$ cat src/rtl/pgm_pkg.sv
package pgm_pkg;

    typedef enum logic [2:0] {
        PH_IDLE,
        PH_START_OFF,
        PH_START_ON,
        PH_ONE_ON,
        PH_ZERO_OFF,
        PH_ZERO_ON,
        PH_HOLD
    } phase_e;

    // Field level that belongs to each phase
    function automatic logic phase_field(input phase_e ph);
        case (ph)
            PH_START_ON, PH_ONE_ON, PH_ZERO_ON, PH_HOLD: return 1'b1;
            default:                                     return 1'b0;
        endcase
    endfunction

    function automatic int max_int(input int a, input int b);
        return (a > b) ? a : b;
    endfunction

endpackage

$ cat src/rtl/pgm_tick_timer.sv
module pgm_tick_timer #(
    parameter int CNT_W = 16
) (
    input  logic             clk,
    input  logic             rst,
    input  logic             run,
    input  logic             tick,
    input  logic             load,
    input  logic [CNT_W-1:0] load_val,
    output logic             expire
);
    logic [CNT_W-1:0] cnt;

    assign expire = run && tick && (cnt == '0);

    always_ff @(posedge clk) begin
        if (rst) begin
            cnt <= '0;
        end else if (load) begin
            cnt <= load_val - 1'b1;
        end else if (run && tick && cnt != '0) begin
            cnt <= cnt - 1'b1;
        end
    end


    tick_gate_chk: assert property (@(posedge clk) disable iff (rst)
        (!load && !tick) |=> $stable(cnt));

endmodule

$ cat src/rtl/pgm_bit_feed.sv
module pgm_bit_feed #(
    parameter int MAX_BITS = 64,
    parameter int ENTRY_W  = 8,
    localparam int CW      = $clog2(MAX_BITS + 1)
) (
    input  logic                        clk,
    input  logic                        rst,
    input  logic                        load,
    input  logic [MAX_BITS*ENTRY_W-1:0] entries_in,
    input  logic [CW-1:0]               count_in,
    input  logic                        consume,
    output logic                        more,
    output logic                        cur_bit
);
    logic [MAX_BITS-1:0] lsb_in;
    logic [MAX_BITS-1:0] lsb_q;
    logic [CW-1:0]       rem;

    // Keep only the deciding bit of each entry
    for (genvar k = 0; k < MAX_BITS; k++) begin : g_lsb
        assign lsb_in[k] = entries_in[k*ENTRY_W];
    end

    assign more    = (rem != '0);
    assign cur_bit = lsb_q[1];

    always_ff @(posedge clk) begin
        if (rst) begin
            lsb_q <= '0;
            rem   <= '0;
        end else if (load) begin
            lsb_q <= lsb_in;
            rem   <= (count_in == '0) ? '0 : count_in - 1'b1;
        end else if (consume) begin
            lsb_q <= lsb_q >> 1;
            rem   <= rem - 1'b1;
        end
    end


    rem_underflow_chk: assert property (@(posedge clk) disable iff (rst)
        consume |-> (rem != '0));


    feed_keep_chk: assert property (@(posedge clk) disable iff (rst)
        (!load && !consume) |=> ($stable(rem) && $stable(lsb_q)));

endmodule

$ cat src/rtl/pgm_fwd_link.sv
module pgm_fwd_link
    import pgm_pkg::*;
#(
    parameter int MAX_BITS    = 64,
    parameter int ENTRY_W     = 8,
    parameter int START_GAP_US = 448,
    parameter int START_ON_US  = 128,
    parameter int ONE_ON_US    = 256,
    parameter int ZERO_GAP_US  = 128,
    parameter int ZERO_ON_US   = 128,
    parameter int HOLD_US      = 20000,
    localparam int CW    = $clog2(MAX_BITS + 1),
    localparam int MAXD  = max_int(max_int(max_int(START_GAP_US, START_ON_US),
                                           max_int(ONE_ON_US, ZERO_GAP_US)),
                                   max_int(ZERO_ON_US, HOLD_US)),
    localparam int CNT_W = $clog2(MAXD + 1)
) (
    input  logic                        clk,
    input  logic                        rst,
    input  logic                        tick_us,
    input  logic                        start,
    input  logic [MAX_BITS*ENTRY_W-1:0] entries,
    input  logic [CW-1:0]               bit_count,
    input  logic                        hold_en,
    output logic                        field_en,
    output logic                        busy,
    output logic                        done
);
    phase_e           phase, nxt;
    logic             load, consume, fin, expire, more, cur_bit;
    logic             hold_q, field_q, done_q;
    logic [CNT_W-1:0] dur;

    pgm_tick_timer #(.CNT_W(CNT_W)) u_timer (
        .clk(clk), .rst(rst), .run(phase != PH_IDLE), .tick(tick_us),
        .load(load), .load_val(dur), .expire(expire)
    );

    pgm_bit_feed #(.MAX_BITS(MAX_BITS), .ENTRY_W(ENTRY_W)) u_feed (
        .clk(clk), .rst(rst), .load(phase == PH_IDLE && start),
        .entries_in(entries), .count_in(bit_count), .consume(consume),
        .more(more), .cur_bit(cur_bit)
    );

    always_comb begin
        nxt     = phase;
        load    = 1'b0;
        consume = 1'b0;
        fin     = 1'b0;
        dur     = '0;
        case (phase)
            PH_IDLE: if (start) begin
                nxt = PH_START_OFF; load = 1'b1; dur = CNT_W'(START_GAP_US);
            end
            PH_START_OFF: if (expire) begin
                nxt = PH_START_ON; load = 1'b1; dur = CNT_W'(START_ON_US);
            end
            PH_ZERO_OFF: if (expire) begin
                nxt = PH_ZERO_ON; load = 1'b1; dur = CNT_W'(ZERO_ON_US);
            end
            PH_START_ON, PH_ONE_ON, PH_ZERO_ON: if (expire) begin
                if (more) begin
                    consume = 1'b1;
                    load    = 1'b1;
                    if (cur_bit) begin
                        nxt = PH_ONE_ON;   dur = CNT_W'(ONE_ON_US);
                    end else begin
                        nxt = PH_ZERO_OFF; dur = CNT_W'(ZERO_GAP_US);
                    end
                end else if (hold_q) begin
                    nxt = PH_HOLD; load = 1'b1; dur = CNT_W'(HOLD_US);
                end else begin
                    nxt = PH_IDLE; fin = 1'b1;
                end
            end
            PH_HOLD: if (expire) begin
                nxt = PH_IDLE; fin = 1'b1;
            end
            default: nxt = PH_IDLE;
        endcase
    end

    always_ff @(posedge clk) begin
        if (rst) begin
            phase   <= PH_IDLE;
            field_q <= 1'b0;
            done_q  <= 1'b0;
            hold_q  <= 1'b0;
        end else begin
            phase   <= nxt;
            field_q <= phase_field(nxt);
            done_q  <= fin;
            if (phase == PH_IDLE && start) hold_q <= hold_en;
        end
    end

    assign field_en = field_q;
    assign busy     = (phase != PH_IDLE);
    assign done     = done_q;


    idle_field_low_chk: assert property (@(posedge clk) disable iff (rst)
        !busy |-> !field_en);


    done_single_chk: assert property (@(posedge clk) disable iff (rst)
        done |=> !done);


    done_end_chk: assert property (@(posedge clk) disable iff (rst)
        done |-> (!busy && !field_en && $past(busy)));


    hold_keep_chk: assert property (@(posedge clk) disable iff (rst)
        (busy && start) |=> $stable(hold_q));

endmodule

$ cat config.mk
export PLATFORM = sky130hd
export DESIGN_NAME = pgm_fwd_link
export DESIGN_NICKNAME = d
export VERILOG_FILES = /design/src/rtl/pgm_pkg.sv /design/src/rtl/pgm_tick_timer.sv /design/src/rtl/pgm_bit_feed.sv /design/src/rtl/pgm_fwd_link.sv
export SDC_FILE = /design/constraint.sdc
export NUM_CORES = 1
export LEC_CHECK = 0
export ABC_AREA = 1
export CORE_AREA = 8 8 200 202
export CTS_CLUSTER_DIAMETER = 60
export DETAILED_ROUTE_END_ITERATION = 10
export DIE_AREA = 0 0 208 210
export GPL_TIMING_DRIVEN = 0
export PLACE_DENSITY_LB_ADDON = 0.25
export SYNTH_ARGS = -nofsm -noshare
export SYNTH_HDL_FRONTEND = slang
export SYNTH_SLANG_ARGS = --single-unit
$ cat constraint.sdc
create_clock -name clk -period 4.8 [get_ports clk]
set_clock_uncertainty 0.15 [all_clocks]
set_input_delay 0.96 -clock clk [delete_from_list [all_inputs] [get_ports clk]]
set_output_delay 0.96 -clock clk [all_outputs]
set_load 0.05 [all_outputs]
==> results of run 1 <==
## power groups by stage
stage / Combinational [mW] / Sequential, mW / Clock [mW]
floorplan: 0.332 / 0.878 / 0
global placement: 0.494 / 0.888 / 0
detailed placement: 0.495 / 0.889 / 0
CTS: 0.498 / 0.872 / 0.860
global route: 0.552 / 0.882 / 0.886
finish: 0.490 / 0.872 / 0.829
## layer usage
metal  up-vias  part of all wire (%)
li1       2427                     -
met5         -                     0
met2        75                    47
met1      2155                    48
met3        16                   3.3
met4         0                   1.3
## flip-flops by register name, summed over array words and instances, names as in the netlist
| register | count |
|---|---|
| hold_q | 1 |
| u_feed.lsb_q | 63 |
| phase | 3 |
| field_en | 1 |
| u_timer.cnt | 15 |
| u_feed.rem | 7 |
| done | 1 |
## cell type report
type / instances / share of cell area, %
multi-input combinational: 488 / 39.73
tap: 474 / 9.209
buffer: 43 / 3.050
inverter: 44 / 2.642
clock inverter: 6 / 1.768
timing repair buffer: 76 / 11.81
sequential: 91 / 28.29
clock buffer: 9 / 3.497
## worst paths after layout
check	start	to	slack (ns)	cells past startpoint
min reg2reg	u_feed.lsb_q[63]	u_feed.lsb_q[63]	0.32	2
max reg2reg	phase[0]	u_timer.cnt[10]	1.83	16
min	u_feed.lsb_q[63]	u_feed.lsb_q[63]	0.32	2
max	start	u_timer.cnt[10]	1.40	16
## logic make-up (layout without fill, tap and decap cells)
logic type,after synthesis,in the layout,share of synthesized area (%)
and+or+nand+nor,349,349,31.47
AOI/OAI and AO/OA,128,128,20.08
DFF,91,91,38.38
buffers and inverters,87,178,7.723
xor gates and xnor gates,7,7,1.292
adders and majority gates,4,4,1.054
## metrics by stage
| step | util [%] | setup WS, ns |
|---|---|---|
| 2_1_floorplan | - | 2.068 |
| 3_3_place_gp | 16.51 | 1.046 |
| 3_5_place_dp | 16.51 | 1.027 |
| 4_1_cts | 17.43 | 1.418 |
| 5_1_grt | 17.43 | 1.183 |
| 6_report | 17.43 | 1.404 |
## placed cells by master (no fill, tap or decap), drive strengths merged, types with 4 or more instances in the layout
cell type      count
nand2            196
nor2             109
dfxtp             91
clkdlybuf4s50     76
a311oi            62
inv               44
nand3             32
clkbuf            32
o21ai             30
buf               20
a21oi             18
nor3               6
a31oi              5
o211ai             4
xnor2              4
ha                 4
## critical path, cell delays in order
cell             delay, ns
clkdlybuf4s50_1       0.46
nand3_1               0.36
inv_2                 0.36
nor2_4                0.10
nand2_2               0.12
inv_2                 0.08
nand2_1               0.12
ha_1                  0.23
nand2_2               0.09
nor2_4                0.14
nand3_2               0.12
nor2_2                0.13
nand2_1               0.07
nand3_1               0.10
nand2_1               0.06
inv_1                 0.04
==> summary.md, run 1 <==
| Metric | Value |
|---|---|
| Hold Fails Final Rpt | `0` |
| P_sw | `approximately 0.66 mW` |
| Post-layout minimum cycle time | `~3.4 ns` |
| Post-DRT Antenna Nets | `0` |
| Pwr Density | `340.2 mW/mm^2` |
| Max-cap check violation count | `0` |
| Min-Delay Path Class | `register to register` |
| Met2 GRT Util | `between 10% and 20%` |
| # diodes | `0` |
| PortBufs | `76` |
| Asr flop ratio synth | `0%` |
| Initial Util | `around an eighth` |
| Core outline area | `about 0.037 sq mm` |
| Reg clk slew, reported paths | `approximately 0.070 ns` |
| Area growth, synth to finish | `35.66%` |
| Nets | `about 1.3k` |
| Crit path arrival time | `between 3 and 4 ns` |
| Maximum vdd drop | `about 160 uV` |
| Clock power frac | `37.8%` |
| Leak | `between 2 and 2.5 nW` |
| Rows | `71` |
| Hold slack | `between 0.3 and 0.4 ns` |
| Net Sw Frac | `between 20 and 30%` |
| Req. time, crit path | `around 5.0 ns` |
| Sequential cell area | `0.001822 sq mm` |
| Die height | `roughly 210 um` |
| Area leader, netlist | `dfxtp_1` |
| Pin count of the biggest net entering global routing | `16` |
| Synth Register Bits | `between 90 and 100` |
| Synth top area cells | `dfxtp_1 (38%), nand2_1 (15%), a311oi_1 (11%)` |
| Multi-input gate area | `0.002559 sq mm` |
| Placed cells | `1216` |
| Die X-Extent | `about 210 um` |
| Fmax | `~290 MHz` |
| Synthesis Warnings | `0` |
| Post-synthesis net count | `1194` |
| Mapped Cells | `between 600 and 700` |
| Top cells by count, synth | `nand2_1 (188), nor2_1 (96), dfxtp_1 (91)` |
| H-tree levels | `3` |
| GPL Wtd Cong | `about 0.76` |
| Measured slew at the worst slew-check pin | `0.7544 ns` |
| Worst-path maximum fanout | `8` |
| Mapped cell area | `roughly 0.0047 sq mm` |
| Clk Latency, worst-skew pair | `0.35 ns` |
| RSZ-0062 raised after global routing | `false` |
| GRT overflow | `0` |
| Rel. slew slack | `49.71%` |
| GR Layer Usage met3 | `approximately 1.4%` |
| Avg Inst Size Synth | `between 7 and 8 sq um` |
| Post-CTS Resized | `0` |
| P_int | `1.535 mW` |
| Final Slew Violations | `0` |
| Share of cells above drive strength 1 | `a little under a tenth` |
| Gate power share | `approximately 22%` |
| Primary FF master, synth | `dfxtp_1` |
| CTS tree | `done` |
| Run status | `complete, no violations` |
| Fillers | `approximately 4.2k` |
| Post CTS Setup Buffer Count | `0` |
| Total power | `2.191 mW` |
| Final setup vio count | `0` |
| Dpl hpwl | `roughly 12000 um` |
| Routed length per instance | `roughly 13 um` |
| Synth top area share | `between 30% and 40%` |
| Clock Tree Root | `clkbuf_16` |
| Initial antenna violation count | `0` |
| Hold buffer count at cts | `0` |
| CP startpoint kind | `input pin` |
| Cell variety after synth | `40` |
| DP Area | `between 0.006 and 0.007 sq mm` |
| Full die area | `~0.044 sq mm` |
| Io pins | `approximately 530` |
| Period utilization | `a little over two thirds` |
| GR Layer Usage met1 | `9.235%` |
| GRT Util Overall | `around 7.1%` |
| Via-per-instance ratio | `between 3 and 4` |
| Final wirelength | `around 16000 um` |
| DRT iter0 DRCs | `290` |
| Final instance count without filler cells | `~1.2k` |
| DRC violations left | `0` |
| Vias in the first global route | `between 4k and 5k` |
| WS Path Type | `input pin to register` |
| Most common cell in the netlist | `nand2_1` |
| Vias | `around 4.7k` |
| Bufs on Longest Clock Path | `2` |
| CTS Sinks | `a little over 90` |
| GR peak layer | `met2` |
| Post-layout instance area | `about 0.0064 sq mm` |
| Setup TNS | `0 ns` |
| Seq pwr share | `39.8%` |
| DRT Pass-1 Iters | `4` |
| Number of synthesized flops with an enable pin | `0` |
| Critical Path End Type | `register` |
| Register area share after synthesis | `38.38%` |
| CTS buffer count | `9` |
| First-pass GRT wire length | `between 20000 and 30000 um` |
Note: power is estimated with default switching activity, not from simulation.
==> run 2: changes to the inputs <==
clock period = 2.81 ns   (was 4.8 ns; I/O delays follow)
==> summary.md, run 2 (synthesis results as in run 1) <==
| Metric | Value |
|---|---|
| Run status | `complete, no violations (unchanged)` |
| Most common cell after layout, fill and taps aside | `nand2_1 (unchanged)` |
| Post-layout instance area | `0.006510 sq mm (was 0.006440 sq mm)` |
| Die X-Extent | `208 um (unchanged)` |
| CP startpoint kind | `input pin (unchanged)` |
| Setup TNS | `0 ns (unchanged)` |
| Io pins | `527 (unchanged)` |
| Core outline area | `0.03696 sq mm (unchanged)` |
| Clock Tree Root | `clkbuf_16 (unchanged)` |
| Worst path depth | `17 (was 16)` |
| Hold buffer count at cts | `0 (unchanged)` |
| Delay-heaviest family, CP | `simple AND/OR/NAND/NOR gates (unchanged)` |
| DRC violations left | `0 (unchanged)` |
| Area growth, synth to finish | `37.14% (was 35.66%)` |
| Largest Register | `u_feed.lsb_q (unchanged)` |
| Critical-path top delay cell | `clkdlybuf4s50_1 (unchanged)` |
| Max FFs per register | `63 (unchanged)` |
| CTS Sinks | `91 (unchanged)` |
| Post-DRT Antenna Nets | `0 (unchanged)` |
| Maximum vdd drop | `266.1 uV (was 160.0 uV)` |
| Worst-path maximum fanout | `6 (was 8)` |
| Measured slew at the worst slew-check pin | `0.7658 ns (was 0.7544 ns)` |
| Fmax | `roughly 380 MHz` |
| Post-layout util | `17.62% (was 17.43%)` |
| Min-Delay Path Class | `register to register (unchanged)` |
| Leak | `2.425 nW (was 2.397 nW)` |
| Vias in the first global route | `4673 (was 4661)` |
| RR Startpoint | `phase[0] (unchanged)` |
| GRT overflow | `0 (unchanged)` |
| RSZ-0062 raised after global routing | `false (unchanged)` |
| Via-per-instance ratio | `3.828 (was 3.796)` |
| Initial Util | `12.85% (unchanged)` |
| Worst Setup EP | `u_timer.cnt[8] (was u_timer.cnt[10])` |
| Dpl hpwl | `11860 um (unchanged)` |
| Hold Fails Final Rpt | `0 (unchanged)` |
| GRT Util Overall | `7.083% (was 7.070%)` |
| Post-layout minimum cycle time | `2.657 ns` |
| H-tree levels | `3 (unchanged)` |
| Cell breakdown of the critical path | `clkdlybuf4s50_1, inv_1, a21oi_4, nand3_4, nor2_4, nor2_4, nand2_4, inv_2, nand2_2, ha_4, nand2_2, nor2_4, nand2_2, o21ai_1, nand2_1, o21bai_1, inv_1 (was clkdlybuf4s50_1, nand3_1, inv_2, nor2_4, nand2_2, inv_2, nand2_1, ha_1, nand2_2, nor2_4, nand3_2, nor2_2, nand2_1, nand3_1, nand2_1, inv_1)` |
| Period utilization | `94.56%` |
| DRT Pass-1 Iters | `5 (was 4)` |
| Initial antenna violation count | `0 (unchanged)` |
| Share of cells above drive strength 1 | `10.78% (was 9.511%)` |
| Max-cap check violation count | `0 (unchanged)` |
| CTS tree | `done (unchanged)` |
| Crit path arrival time | `2.75 ns (was 3.54 ns)` |
| Routed length per instance | `12.77 um (was 12.69 um)` |
| Crit path launch | `tick_us (was start)` |
| Worst path buffer plus inverter count | `4 (unchanged)` |
| # diodes | `0 (unchanged)` |
| GPL Wtd Cong | `0.7609 (unchanged)` |
| Pwr Density | `577.8 mW/mm^2 (was 340.2 mW/mm^2)` |
| Critical Path End Type | `register (unchanged)` |
| Final wirelength | `15770 um (was 15620 um)` |
| FF-to-FF path depth | `15 (was 16)` |
| Reg clk slew, reported paths | `0.07 ns (about the same)` |
| WS Path Type | `input pin to register (unchanged)` |
| Full die area | `0.04368 sq mm (unchanged)` |
| R2R setup slack | `0.27 ns (was 1.83 ns)` |
| PortBufs | `76 (unchanged)` |
| Die height | `210 um (unchanged)` |
| Final setup vio count | `0 (unchanged)` |
| CTS buffer count | `9 (unchanged)` |
| Placed cells | `1216 (unchanged)` |
| Pin count of the biggest net entering global routing | `16 (unchanged)` |
| Nets | `1285 (was 1281)` |
| Worst slack, placed | `-0.5653 ns (was 1.027 ns)` |
| R2R Path End | `u_timer.cnt[8] (was u_timer.cnt[10])` |
| Final Slew Violations | `0 (unchanged)` |
| Rows | `71 (unchanged)` |
| Crit path largest cell delay | `0.51 ns (was 0.46 ns)` |
| Req. time, crit path | `2.90 ns (was 4.95 ns)` |
| Most frequent cells in the layout | `nand2_1 (185), nor2_1 (96), dfxtp_1 (91), clkdlybuf4s50_1 (76), a311oi_1 (62) (was nand2_1 (188), nor2_1 (96), dfxtp_1 (91), clkdlybuf4s50_1 (76), a311oi_1 (62))` |
| Final instance count without filler cells | `1235 (was 1231)` |
| Vias | `4727 (was 4673)` |
| First-pass GRT wire length | `25360 um (was 25310 um)` |
| Rel. slew slack | `48.95% (was 49.71%)` |
| Clk Latency, worst-skew pair | `0.35 ns (about the same)` |
| Hold slack | `0.3170 ns (was 0.3172 ns)` |
| Total power | `3.762 mW (was 2.191 mW)` |
| Bufs on Longest Clock Path | `2 (unchanged)` |
| DP Area | `0.006101 sq mm (unchanged)` |
| Largest regs | `u_feed.lsb_q: 63 flops, u_timer.cnt: 15 flops, u_feed.rem: 7 flops (unchanged)` |
| DRT iter0 DRCs | `282 (was 290)` |
| Final worst slack | `0.1529 ns (was 1.404 ns)` |
run 2: changes by cell type in the layout (fill, tap and decap cells not counted), sizes merged:
cell	delta
buf	+4
run 2: how the worst min path moves through the flow:
stage | start | end | slack, ns | cells after the start
2_1_floorplan | u_feed.lsb_q[63] | u_feed.lsb_q[63] | 0.29 | 2
3_3_place_gp | u_feed.lsb_q[63] | u_feed.lsb_q[63] | 0.30 | 2
3_5_place_dp | u_feed.lsb_q[63] | u_feed.lsb_q[63] | 0.31 | 2
4_1_cts | u_feed.lsb_q[63] | u_feed.lsb_q[63] | 0.32 | 2
5_1_grt | u_feed.lsb_q[63] | u_feed.lsb_q[63] | 0.33 | 2
6_report | u_feed.lsb_q[63] | u_feed.lsb_q[63] | 0.32 | 2
run 2: worst min-delay path: stages (launching register included):
cell	delay, ns
dfxtp_1	0.31
nand2_1	0.06
a21oi_1	0.05
run 2: cell type report:
type	count	area, sq um
fillers	4243	30450
multi-input cells	488	2596
flip-flops and latches	91	1822
repair buffers	80	790.8
well taps	474	593.1
clock buffers	9	225.2
plain buffers	43	196.4
inverters	44	172.7
clock inverters	6	113.9
run 2: timing repair:
item / in CTS / in global routing
setup buffers: 1 / 3
resized for setup: 2 / 8
pin swaps: 0 / 1
setup endpoints to repair: 7 / 8
run 2: layer usage:
layer  global-route usage [%]  wire length (um)  vias to the layer above
li1                         -                 -                     2431
met1                    9.244              7667                     2196
met2                    11.67              7373                       84
met3                    1.352               522                       16
met4                    2.276               210                        0
met5                        0                 0                        -
run 2: power breakdown:
group	total, mW	internal (mW)	switching (mW)
registers	1.49	1.41	0.0759
clock network	1.42	0.868	0.550
logic	0.853	0.346	0.507
total	3.76	2.63	1.13
==> run 3: changes to the inputs <==
SKIP_LAST_GASP = 1   (was unset)
==> results of run 3 <==
Same layout as run 2: the final DEF is identical, and so are final timing and power.
